### src/rtl/crc_pkg.sv
package crc_pkg;
  localparam int unsigned CRC_W  = 32;
  localparam int unsigned DATA_W = 32;
  localparam int unsigned BYTE_W = 8;
  localparam int unsigned ADDR_W = 12;
  localparam logic [CRC_W-1:0] CRC_POLY = 32'h04C1_1DB7;

  localparam logic [ADDR_W-1:0] OFS_CTRL = 12'h400;
  localparam logic [ADDR_W-1:0] OFS_SEED = 12'h410;
  localparam logic [ADDR_W-1:0] OFS_DIN  = 12'h414;
  localparam logic [ADDR_W-1:0] OFS_RAW  = 12'h418;
  localparam logic [ADDR_W-1:0] OFS_POST = 12'h41C;

  localparam int unsigned START_LSB = 13;
  localparam int unsigned BYTE_BIT  = 12;
  localparam int unsigned INV_BIT   = 9;

  typedef enum logic [1:0] {
    START_SEED = 2'd0,
    START_RSVD = 2'd1,
    START_ZERO = 2'd2,
    START_ONES = 2'd3
  } start_e;

  typedef struct packed {
    start_e start;
    logic   byte_mode;
    logic   inv;
  } cfg_t;
endpackage

### src/rtl/crc_cfg_reg.sv
module crc_cfg_reg
  import crc_pkg::*;
(
  input  logic clk_i,
  input  logic rst_ni,
  input  logic ctrl_we_i,
  input  logic din_we_i,
  input  cfg_t cfg_i,
  output cfg_t cfg_o
);
  cfg_t cfg_q;

  always_ff @(posedge clk_i or negedge rst_ni) begin
    if (!rst_ni) begin
      cfg_q <= '{start: START_SEED, byte_mode: 1'b0, inv: 1'b0};
    end else if (ctrl_we_i) begin
      cfg_q <= cfg_i;
    end else if (din_we_i) begin
      cfg_q.start <= START_SEED;  // one-shot selector
    end
  end

  assign cfg_o = cfg_q;

  p_init_clr_r4: assert property (@(posedge clk_i) disable iff (!rst_ni)
    (din_we_i && !ctrl_we_i) |=> (cfg_q.start == START_SEED));

  p_mode_keep_r4: assert property (@(posedge clk_i) disable iff (!rst_ni)
    (din_we_i && !ctrl_we_i) |=> ($stable(cfg_q.byte_mode) && $stable(cfg_q.inv)));

  p_cfg_hold_r4: assert property (@(posedge clk_i) disable iff (!rst_ni)
    (!ctrl_we_i && !din_we_i) |=> $stable(cfg_q));
endmodule

### src/rtl/crc_fold.sv
module crc_fold #(
  parameter int unsigned              CRC_W  = 32,
  parameter int unsigned              DATA_W = 32,
  parameter int unsigned              BYTE_W = 8,
  parameter logic [CRC_W-1:0]         POLY   = 32'h04C1_1DB7
) (
  input  logic [CRC_W-1:0]  crc_i,
  input  logic [DATA_W-1:0] data_i,
  input  logic              byte_mode_i,
  output logic [CRC_W-1:0]  crc_o
);
  logic [CRC_W-1:0] wch [DATA_W+1];
  logic [CRC_W-1:0] bch [BYTE_W+1];

  assign wch[0] = crc_i;
  assign bch[0] = crc_i;

  // MSB-first serial steps, unrolled
  for (genvar g = 0; g < DATA_W; g++) begin : g_word
    assign wch[g+1] = {wch[g][CRC_W-2:0], 1'b0}
                    ^ ({CRC_W{wch[g][CRC_W-1] ^ data_i[DATA_W-1-g]}} & POLY);
  end

  for (genvar g = 0; g < BYTE_W; g++) begin : g_byte
    assign bch[g+1] = {bch[g][CRC_W-2:0], 1'b0}
                    ^ ({CRC_W{bch[g][CRC_W-1] ^ data_i[BYTE_W-1-g]}} & POLY);
  end

  assign crc_o = byte_mode_i ? bch[BYTE_W] : wch[DATA_W];
endmodule

### src/rtl/crc_state.sv
module crc_state
  import crc_pkg::*;
#(
  parameter int unsigned      W_CRC  = CRC_W,
  parameter int unsigned      W_DATA = DATA_W,
  parameter int unsigned      W_BYTE = BYTE_W,
  parameter logic [W_CRC-1:0] POLY   = CRC_POLY
) (
  input  logic              clk_i,
  input  logic              rst_ni,
  input  logic              seed_we_i,
  input  logic              ctrl_we_i,
  input  start_e            start_i,
  input  logic              din_we_i,
  input  logic              byte_mode_i,
  input  logic [W_DATA-1:0] wdata_i,
  output logic [W_CRC-1:0]  seed_o,
  output logic [W_CRC-1:0]  crc_o
);
  logic [W_CRC-1:0] seed_q, crc_q, crc_next;

  crc_fold #(
    .CRC_W (W_CRC),
    .DATA_W(W_DATA),
    .BYTE_W(W_BYTE),
    .POLY  (POLY)
  ) u_fold (
    .crc_i      (crc_q),
    .data_i     (wdata_i),
    .byte_mode_i(byte_mode_i),
    .crc_o      (crc_next)
  );

  always_ff @(posedge clk_i or negedge rst_ni) begin
    if (!rst_ni) seed_q <= '0;
    else if (seed_we_i) seed_q <= wdata_i[W_CRC-1:0];
  end

  always_ff @(posedge clk_i or negedge rst_ni) begin
    if (!rst_ni) begin
      crc_q <= '0;
    end else if (seed_we_i) begin
      crc_q <= wdata_i[W_CRC-1:0];
    end else if (ctrl_we_i) begin
      unique case (start_i)
        START_ZERO: crc_q <= '0;
        START_ONES: crc_q <= '1;
        default:    crc_q <= crc_q;
      endcase
    end else if (din_we_i) begin
      crc_q <= crc_next;
    end
  end

  assign seed_o = seed_q;
  assign crc_o  = crc_q;

  p_seed_load_r2: assert property (@(posedge clk_i) disable iff (!rst_ni)
    seed_we_i |=> (crc_q == $past(wdata_i[W_CRC-1:0])) && (seed_q == crc_q));

  p_load_zero_r3: assert property (@(posedge clk_i) disable iff (!rst_ni)
    (ctrl_we_i && !seed_we_i && start_i == START_ZERO) |=> (crc_q == '0));

  p_load_ones_r3: assert property (@(posedge clk_i) disable iff (!rst_ni)
    (ctrl_we_i && !seed_we_i && start_i == START_ONES) |=> (crc_q == '1));

  p_keep_state_r3: assert property (@(posedge clk_i) disable iff (!rst_ni)
    (ctrl_we_i && !seed_we_i && (start_i == START_SEED || start_i == START_RSVD))
      |=> $stable(crc_q));

  p_idle_hold_r9: assert property (@(posedge clk_i) disable iff (!rst_ni)
    (!seed_we_i && !ctrl_we_i && !din_we_i) |=> $stable(crc_q));
endmodule

### src/rtl/crc_accel.sv
module crc_accel
  import crc_pkg::*;
#(
  parameter int unsigned AW = ADDR_W,
  parameter int unsigned DW = DATA_W
) (
  input  logic          clk_i,
  input  logic          rst_ni,
  input  logic          sel_i,
  input  logic          we_i,
  input  logic [AW-1:0] addr_i,
  input  logic [DW-1:0] wdata_i,
  output logic [DW-1:0] rdata_o
);
  logic wr, rd;
  logic ctrl_we, seed_we, din_we;
  cfg_t cfg_wr, cfg_q;
  logic [CRC_W-1:0] seed_q, crc_q, crc_post;
  logic [DW-1:0] ctrl_word;

  assign wr = sel_i & we_i;
  assign rd = sel_i & ~we_i;

  assign ctrl_we = wr && (addr_i == OFS_CTRL);
  assign seed_we = wr && (addr_i == OFS_SEED);
  assign din_we  = wr && (addr_i == OFS_DIN);

  assign cfg_wr.start     = start_e'(wdata_i[START_LSB +: 2]);
  assign cfg_wr.byte_mode = wdata_i[BYTE_BIT];
  assign cfg_wr.inv       = wdata_i[INV_BIT];

  crc_cfg_reg u_cfg (
    .clk_i    (clk_i),
    .rst_ni   (rst_ni),
    .ctrl_we_i(ctrl_we),
    .din_we_i (din_we),
    .cfg_i    (cfg_wr),
    .cfg_o    (cfg_q)
  );

  crc_state u_state (
    .clk_i      (clk_i),
    .rst_ni     (rst_ni),
    .seed_we_i  (seed_we),
    .ctrl_we_i  (ctrl_we),
    .start_i    (cfg_wr.start),
    .din_we_i   (din_we),
    .byte_mode_i(cfg_q.byte_mode),
    .wdata_i    (wdata_i),
    .seed_o     (seed_q),
    .crc_o      (crc_q)
  );

  assign crc_post = crc_q ^ {CRC_W{cfg_q.inv}};

  always_comb begin
    ctrl_word = '0;
    ctrl_word[START_LSB +: 2] = cfg_q.start;
    ctrl_word[BYTE_BIT]       = cfg_q.byte_mode;
    ctrl_word[INV_BIT]        = cfg_q.inv;
  end

  always_comb begin
    rdata_o = '0;
    if (rd) begin
      unique case (addr_i)
        OFS_CTRL: rdata_o = ctrl_word;
        OFS_SEED: rdata_o = seed_q;
        OFS_RAW:  rdata_o = crc_q;
        OFS_POST: rdata_o = crc_post;
        default:  rdata_o = '0;
      endcase
    end
  end

  p_rsvd_zero_r1: assert property (@(posedge clk_i) disable iff (!rst_ni)
    (rd && addr_i == OFS_CTRL) |-> ((rdata_o & ~32'h0000_7200) == '0));

  p_no_rd_r8: assert property (@(posedge clk_i) disable iff (!rst_ni)
    !rd |-> (rdata_o == '0));
endmodule

### config.mk
export PLATFORM = sky130hd
export DESIGN_NAME = crc_accel
export DESIGN_NICKNAME = d
export VERILOG_FILES = /design/src/rtl/crc_pkg.sv /design/src/rtl/crc_cfg_reg.sv /design/src/rtl/crc_fold.sv /design/src/rtl/crc_state.sv /design/src/rtl/crc_accel.sv
export SDC_FILE = /design/constraint.sdc
export NUM_CORES = 1
export LEC_CHECK = 0
export ABC_AREA = 1
export BUFFER_PORTS_ARGS = -buffer_cell sky130_fd_sc_hd__buf_2
export CORE_UTILIZATION = 50
export DETAILED_ROUTE_END_ITERATION = 8
export PLACE_DENSITY = 0.68
export SYNTH_ARGS = -nofsm -noshare
export SYNTH_HDL_FRONTEND = slang
export SYNTH_HIERARCHICAL = 1
export SYNTH_SLANG_ARGS = --single-unit
### constraint.sdc
create_clock -name clk_i -period 5.3 [get_ports clk_i]
set_input_delay 1.325 -clock clk_i [delete_from_list [all_inputs] [get_ports clk_i]]
set_output_delay 1.325 -clock clk_i [all_outputs]
set_load 0.01 [all_outputs]
==> results of run 1 <==
## worst register-to-register path, delay by kind of cell, from the launching register on
family           cells  cell delay, ps
AND/OR/NAND/NOR     30            3270
flip-flops           1             630
## flip-flops by register name (all words and copies together) (netlist names)
register / flops
u_state/seed_o: 32
u_cfg/cfg_o: 4
u_state/crc_o: 32
## worst max path at each step
stage / end / slack, ps / start
2_1_floorplan: u_state/crc_o[17] / 1520 / wdata_i[30]
3_3_place_gp: u_state/crc_o[9] / 600 / wdata_i[30]
3_5_place_dp: u_state/crc_o[9] / 590 / wdata_i[30]
4_1_cts: rdata_o[31] / 830 / addr_i[1]
5_1_grt: u_state/crc_o[13] / 500 / wdata_i[30]
6_report: rdata_o[31] / 780 / addr_i[1]
## power groups by stage
stage / sequential (mW) / clock [mW] / combinational [mW]
6_report: 0.528 / 0.619 / 2.56
2_1_floorplan: 0.534 / 0 / 1.92
4_1_cts: 0.528 / 0.623 / 2.53
3_5_place_dp: 0.537 / 0 / 2.52
5_1_grt: 0.528 / 0.644 / 2.81
3_3_place_gp: 0.537 / 0 / 2.51
## cells in the mapped netlist, types with 2 or more instances
cell,number
a21o_1,3
a21oi_1,10
buf_2,34
buf_4,6
buf_6,5
clkbuf_1,8
dfrtp_1,68
inv_1,125
inv_2,28
inv_4,3
nand2_1,878
nand2_2,89
nand2_4,47
nand2_8,5
nand3_1,226
nand3_2,13
nand3_4,5
nand3b_1,9
nor2_1,117
nor2_2,3
nor2_4,3
nor3_1,2
o21ai_0,17
o21ai_1,10
or2_1,6
or2_2,6
xnor2_1,47
xor2_1,148
xor2_2,3
## final cells by class
class	instances	share of cell area
clock buffers	10	0.0190
repair buffers	97	0.0441
flip-flops and latches	68	0.141
well taps	280	0.0291
clock inverters	6	0.00541
multi-input cells	1658	0.712
inverters	156	0.0493
## routing by layer
layer | wire length [um] | track usage | vias up
met2 | 17800 | 0.551 | 534
met1 | 17700 | 0.496 | 5720
met5 | 0 | 0 | -
met4 | 1290 | 0.108 | 0
li1 | - | - | 6059
met3 | 3660 | 0.0729 | 77
## cells by family (layout without fill, tap and decap cells)
kind of cell | Yosys count | after routing | share of synthesized area
AO/OA/AOI/OAI | 45 | 45 | 0.0222
buffers and inverters | 210 | 269 | 0.0806
AND/OR/NAND/NOR | 1414 | 1414 | 0.586
flip-flops | 68 | 68 | 0.153
XOR/XNOR | 199 | 199 | 0.159
## cell usage in the layout (no fill, tap or decap), drive strengths merged
| master | synthesis | layout |
|---|---|---|
| a21o | 3 | 3 |
| a21oi | 10 | 10 |
| a31oi | 1 | 1 |
| buf | 46 | 97 |
| bufinv | 0 | 1 |
| clkbuf | 8 | 10 |
| clkinv | 0 | 4 |
| clkinvlp | 0 | 1 |
| dfrtp | 68 | 68 |
| inv | 156 | 156 |
| nand2 | 1019 | 1019 |
| nand2b | 1 | 1 |
| nand3 | 244 | 244 |
| nand3b | 10 | 10 |
| nand4 | 2 | 2 |
| nor2 | 124 | 124 |
| nor3 | 2 | 2 |
| o211ai | 1 | 1 |
| o21a | 1 | 1 |
| o21ai | 27 | 27 |
| o21bai | 1 | 1 |
| o22ai | 1 | 1 |
| or2 | 12 | 12 |
| xnor2 | 48 | 48 |
| xor2 | 151 | 151 |
==> reports/metrics.cfg, run 1 <==
[outcome]
status=finished, final reports clean

[logic_synthesis]
synth_flop_cell=dfrtp_1
synth_area_mm2=0.0112
syn_nets=1984
synth_top_area_cell=nand2_1
yosys_warnings=6
synth.area.top_cells=nand2_1, dfrtp_1, xor2_1, nand3_1, nand2_2
yosys.area.top_type_share=0.296
synth-edff-count=0
ys_ff_latch=68
seq_area_frac_synth=0.153
synthArstFlopShare=1.00
syn_avg_cell_area_um2=5.76
ys_types=41
synthCells=1936

[worst_setup_path]
worst_path_largest_cell_delay_ps=410
worstPathRequired_ps=3970
critical_path_buf_inv_count=5
reg2reg_slack_ps=1330
start_kind=primary input
critPathCaptureType=primary output
crit_path_cell_trace=buf_2 > inv_1 > nand3_1 > nor2_1 > buf_4 > nand2_1 > nand3_1 > nand2_1 > buf_4 > nor2_1 > buf_2
timing.rr.start=u_state/crc_o[30]
critPathTopFamily=simple AND/OR/NAND/NOR gates
critPathSlowestCell=nand2_1
arrival_ps=3190
crit_fanout=32
r2r_cells=30
r2r-end=u_state/crc_o[13]
cp.depth=11
worstSetupPathType=in -> out

[routing]
drt_pass1_iterations=6
vias=12390
routed_wl_um=40400
ant_nets=0
viasPerCell=5.45
drtIter0Drc=1143
route.detailed.drc=0
wl_per_cell_um=17.8

[clock_tree]
htreeDepth=3
cts_sinks=68
post_cts_buffers=0
cts_tree=done
ctsHoldBuffers=0
clockBufferDepth=2
root_buffer=clkbuf_16
numCtsBuffers=9
cts.reportedPaths.clkPinSlew_ps=60
cts_resized=0
worstSkewPairLatency_ps=350

[grt]
grt_pass1_vias=10700
grt_start_max_net_pins=69
grt_pass1_wl_um=61400
antenna_found_initial=1
gr-total-overflow=0
grt_use_total=0.357

[power]
power_leakage_nw=7.00
p_per_area_mw_per_mm2=309
power_mw=3.71
p_int_mw=1.70
p_sw_mw=2.01
combPwrFrac=0.691
seqPwrFrac=0.142
p_sw_frac=0.542
ir_worst_vdd_mv=0.135
clock_power_share=0.167

[cells_and_area]
seq_area_mm2=0.00170
final_cells=2275
utilization=0.551
multi_input_area_mm2=0.00856
area_growth_pct=7.86
fillers=2293
final_nets=2038
design_area_mm2=0.0120
num_antenna_cells=0
drive_above_1_share=0.162

[floorplanning]
die_w_um=151
die_area_mm2=0.0229
io_pins=80
num_rows=54
core_mm2=0.0218
die_y_um=151
start_util=0.511

[hold_path]
hold_path.class=reg -> reg
holdPathStages=2
holdCritStartpoint=u_state/seed_o[20]
hold_end=u_state/seed_o[20]

[placement]
io_buffers=79
hpwl_um=32600
dp.cells=2259
placed_area_mm2=0.0117
dp_slack_ps=589
routabilityCongestion=0.947

[sta]
finalCriticalPeriod_ps=4520
final.setup.tns_ps=0
tightest_slew_ps=981
timing.fmax_mhz=221
fin_ws_ps=784
hold_viol=0
timing.hold.ws_ps=470
skew_ps=9.88
post-route-period-util=0.852
rsz0062_at_grt=no
setup_viol=0
slew_headroom=0.346
maxSlewViolCount=0

[run]
drv_cap=0

No activity file was read; power rests on OpenSTA's default activity.
==> run 2, diff against run 1 <==
--- a/config.mk
+++ b/config.mk
@@ -5,11 +5,10 @@
 export SDC_FILE = /design/constraint.sdc
 export NUM_CORES = 1
 export LEC_CHECK = 0
-export ABC_AREA = 1
 export BUFFER_PORTS_ARGS = -buffer_cell sky130_fd_sc_hd__buf_2
 export CORE_UTILIZATION = 50
 export DETAILED_ROUTE_END_ITERATION = 8
-export PLACE_DENSITY = 0.68
+export PLACE_DENSITY = 0.69
 export SYNTH_ARGS = -nofsm -noshare
 export SYNTH_HDL_FRONTEND = slang
 export SYNTH_HIERARCHICAL = 1
==> run 2 against run 1 <==
Non-clock buffer count up 32. Highest routed layer unchanged. Register-to-register slack got worse by 440 ps. Routed wire length fell by 37%. Core utilization up 2.3 points. Final area shrank 17%. Via count decreased by 48%. First-iteration DRC count shrank 56%. Setup slack worse by 420 ps. Fmax down 8.6%.
==> reports/metrics.cfg, run 2 <==
[outcome]
status=finished, final reports clean

[cells_and_area]
drive_above_1_share=0.277  ; +0.114
final_common_cell=xnor2_1
fillers=1511  ; -34%
num_antenna_cells=0  ; unchanged
area_growth_pct=11.9
layout_common_cells=xnor2_1, nor2_1, buf_2, dfrtp_1, mux2i_1
final_cells=1164  ; -49%
final_nets=982  ; -52%

[logic_synthesis]
synth-edff-count=0  ; unchanged
yosys.area.top_type_share=0.191  ; -0.104
synth.most_common_cell=xnor2_1
synth_area_mm2=0.00890  ; -20%
synthCells=842  ; -57%
seq_area_frac_synth=0.191  ; +0.0385
synth_flop_cell=dfrtp_1
netlist_top_cells_count=xnor2_1, nor2_1, dfrtp_1, mux2i_1, xor2_1
synth_top_area_cell=dfrtp_1
syn_avg_cell_area_um2=10.6  ; +84%
syn_nets=890  ; -55%
ys_types=46  ; +12%
ys_ff_latch=68  ; unchanged
yosys_warnings=6  ; unchanged
synth.area.top_cells=dfrtp_1, xnor2_1, xnor3_1, mux2i_1, xor2_1
synthArstFlopShare=1.00  ; unchanged

[sta]
timing.fmax_mhz=203  ; -8.6%
hold_viol=0  ; unchanged
timing.hold.ws_ps=507  ; +36.4 ps
rsz0062_at_grt=no
tightest_slew_ps=1070  ; +86.9 ps
finalCriticalPeriod_ps=4940  ; +423 ps
slew_headroom=0.288  ; -0.0572
skew_ps=6.40  ; -3.48 ps
maxSlewViolCount=0  ; unchanged
final.setup.tns_ps=0  ; unchanged
setup_viol=0  ; unchanged
post-route-period-util=0.932  ; +0.0797

[clock_tree]
numCtsBuffers=9  ; unchanged
htreeDepth=3  ; unchanged
cts_tree=done
ctsHoldBuffers=0  ; unchanged
root_buffer=clkbuf_16
worstSkewPairLatency_ps=360  ; about the same
cts_sinks=68  ; unchanged
post_cts_buffers=0  ; unchanged
cts_resized=0  ; unchanged
cts.reportedPaths.clkPinSlew_ps=60  ; about the same
clockBufferDepth=2  ; unchanged

[routing]
routed_wl_um=25400  ; -37%
ant_nets=0  ; unchanged
drt_pass1_iterations=5  ; -1
vias=6475  ; -48%
wl_per_cell_um=21.8  ; +23%
viasPerCell=5.56  ; +2.1%
drtIter0Drc=504  ; -56%
route.detailed.drc=0  ; unchanged

[worst_setup_path]
critPathCaptureType=register
start_kind=primary input
worstSetupPathType=in -> reg
crit_fanout=5  ; -84%
arrival_ps=5190  ; +2000 ps
worstPathRequired_ps=5550  ; +1580 ps

[floorplanning]
core_mm2=0.0174  ; -20%
start_util=0.513  ; +0.00197
num_rows=48  ; -11%
die_y_um=135  ; -11%
io_pins=80  ; unchanged
die_w_um=135  ; -11%
die_area_mm2=0.0183  ; -20%

[hold_path]
hold_path.class=reg -> reg

[grt]
grt_pass1_vias=6222  ; -42%
antenna_found_initial=0  ; -1
grt_start_max_net_pins=97  ; +41%
grt_pass1_wl_um=38400  ; -37%
gr-total-overflow=0  ; unchanged
grt_use_total=0.289  ; -0.0680

[placement]
dp.cells=1148  ; -49%
routabilityCongestion=0.917  ; -3.2%
hpwl_um=19500  ; -40%
io_buffers=79  ; unchanged

[run]
drv_cap=0  ; unchanged

-- run 2: cell types whose count changed after synthesis, sizes merged, moves of 34 or more --
| cell | delta |
|---|---|
| nand2 | -1007 |
| xnor3 | +55 |
| a21oi | +35 |
| inv | -154 |
| xor2 | -89 |
| nand3 | -244 |
| nand2b | +34 |
| xnor2 | +160 |
| mux2i | +66 |
| mux2 | +35 |
-- run 2: final cells by class --
type	instances	area (um2)	area share
Multi-Input combinational cell	724	6930	0.695
Sequential cell	68	1700	0.171
Timing Repair Buffer	129	771	0.0774
Tap cell	225	282	0.0283
Clock buffer	12	246	0.0247
Clock inverter	4	25.0	0.00251
Inverter	2	7.51	0.000754
-- run 2: cell families after synthesis --
logic type | synth area share
AO/OA/AOI/OAI | 0.0867
AND/OR/NAND/NOR | 0.110
flip-flops | 0.191
buffers and inverters | 0.0319
XOR/XNOR | 0.462
multiplexers | 0.118
-- run 2: worst max-delay path, stage by stage --
cell,delay [ps]
buf_2,120
xnor2_1,380
xnor3_1,650
xnor3_1,450
xor3_1,340
xnor3_1,480
xnor2_2,310
xnor3_1,300
xor2_1,200
mux2i_1,210
nand2b_1,90
a221oi_1,310
-- run 2: path summary, 6_finish.rpt --
check / startpoint / end / slack (ps) / depth (start not counted)
hold reg to reg: u_state/seed_o[28] / u_state/seed_o[28] / 510 / 1
min in group asynchronous: rst_ni / u_state/seed_o[27] / 970 / 1
setup reg to reg: u_state/crc_o[28] / u_state/crc_o[16] / 890 / 11
hold / removal: u_state/seed_o[28] / u_state/seed_o[28] / 510 / 1
setup / recovery: wdata_i[20] / u_state/crc_o[16] / 360 / 12
max in group asynchronous: rst_ni / u_cfg/cfg_o[1] / 3230 / 2
-- run 2: stage by stage --
| step | worst slack, ps | area [um2] | util |
|---|---|---|---|
| detailed placement | 84.1 | 9690 | 0.558 |
| finish | 362 | 9960 | 0.574 |
| global placement | 106 | 9690 | 0.558 |
| global route | 236 | 9960 | 0.574 |
| CTS | 434 | 9960 | 0.574 |
| floorplan | 505 | 8900 | - |
-- run 2: routing by layer --
layer  part of all wire  routed length [um]  track usage  vias up
met2               0.45               11500        0.446      239
met1               0.46               11800        0.414     3158
met4              0.026                 649       0.0993        0
met5                  0                   0            0        -
li1                   -                   -            -     3040
met3              0.057                1440       0.0397       38
Power of run 2 is left out: the tool's default activity adds up to more than one toggle a clock period on the data nets, which glitch-free logic cannot reach.
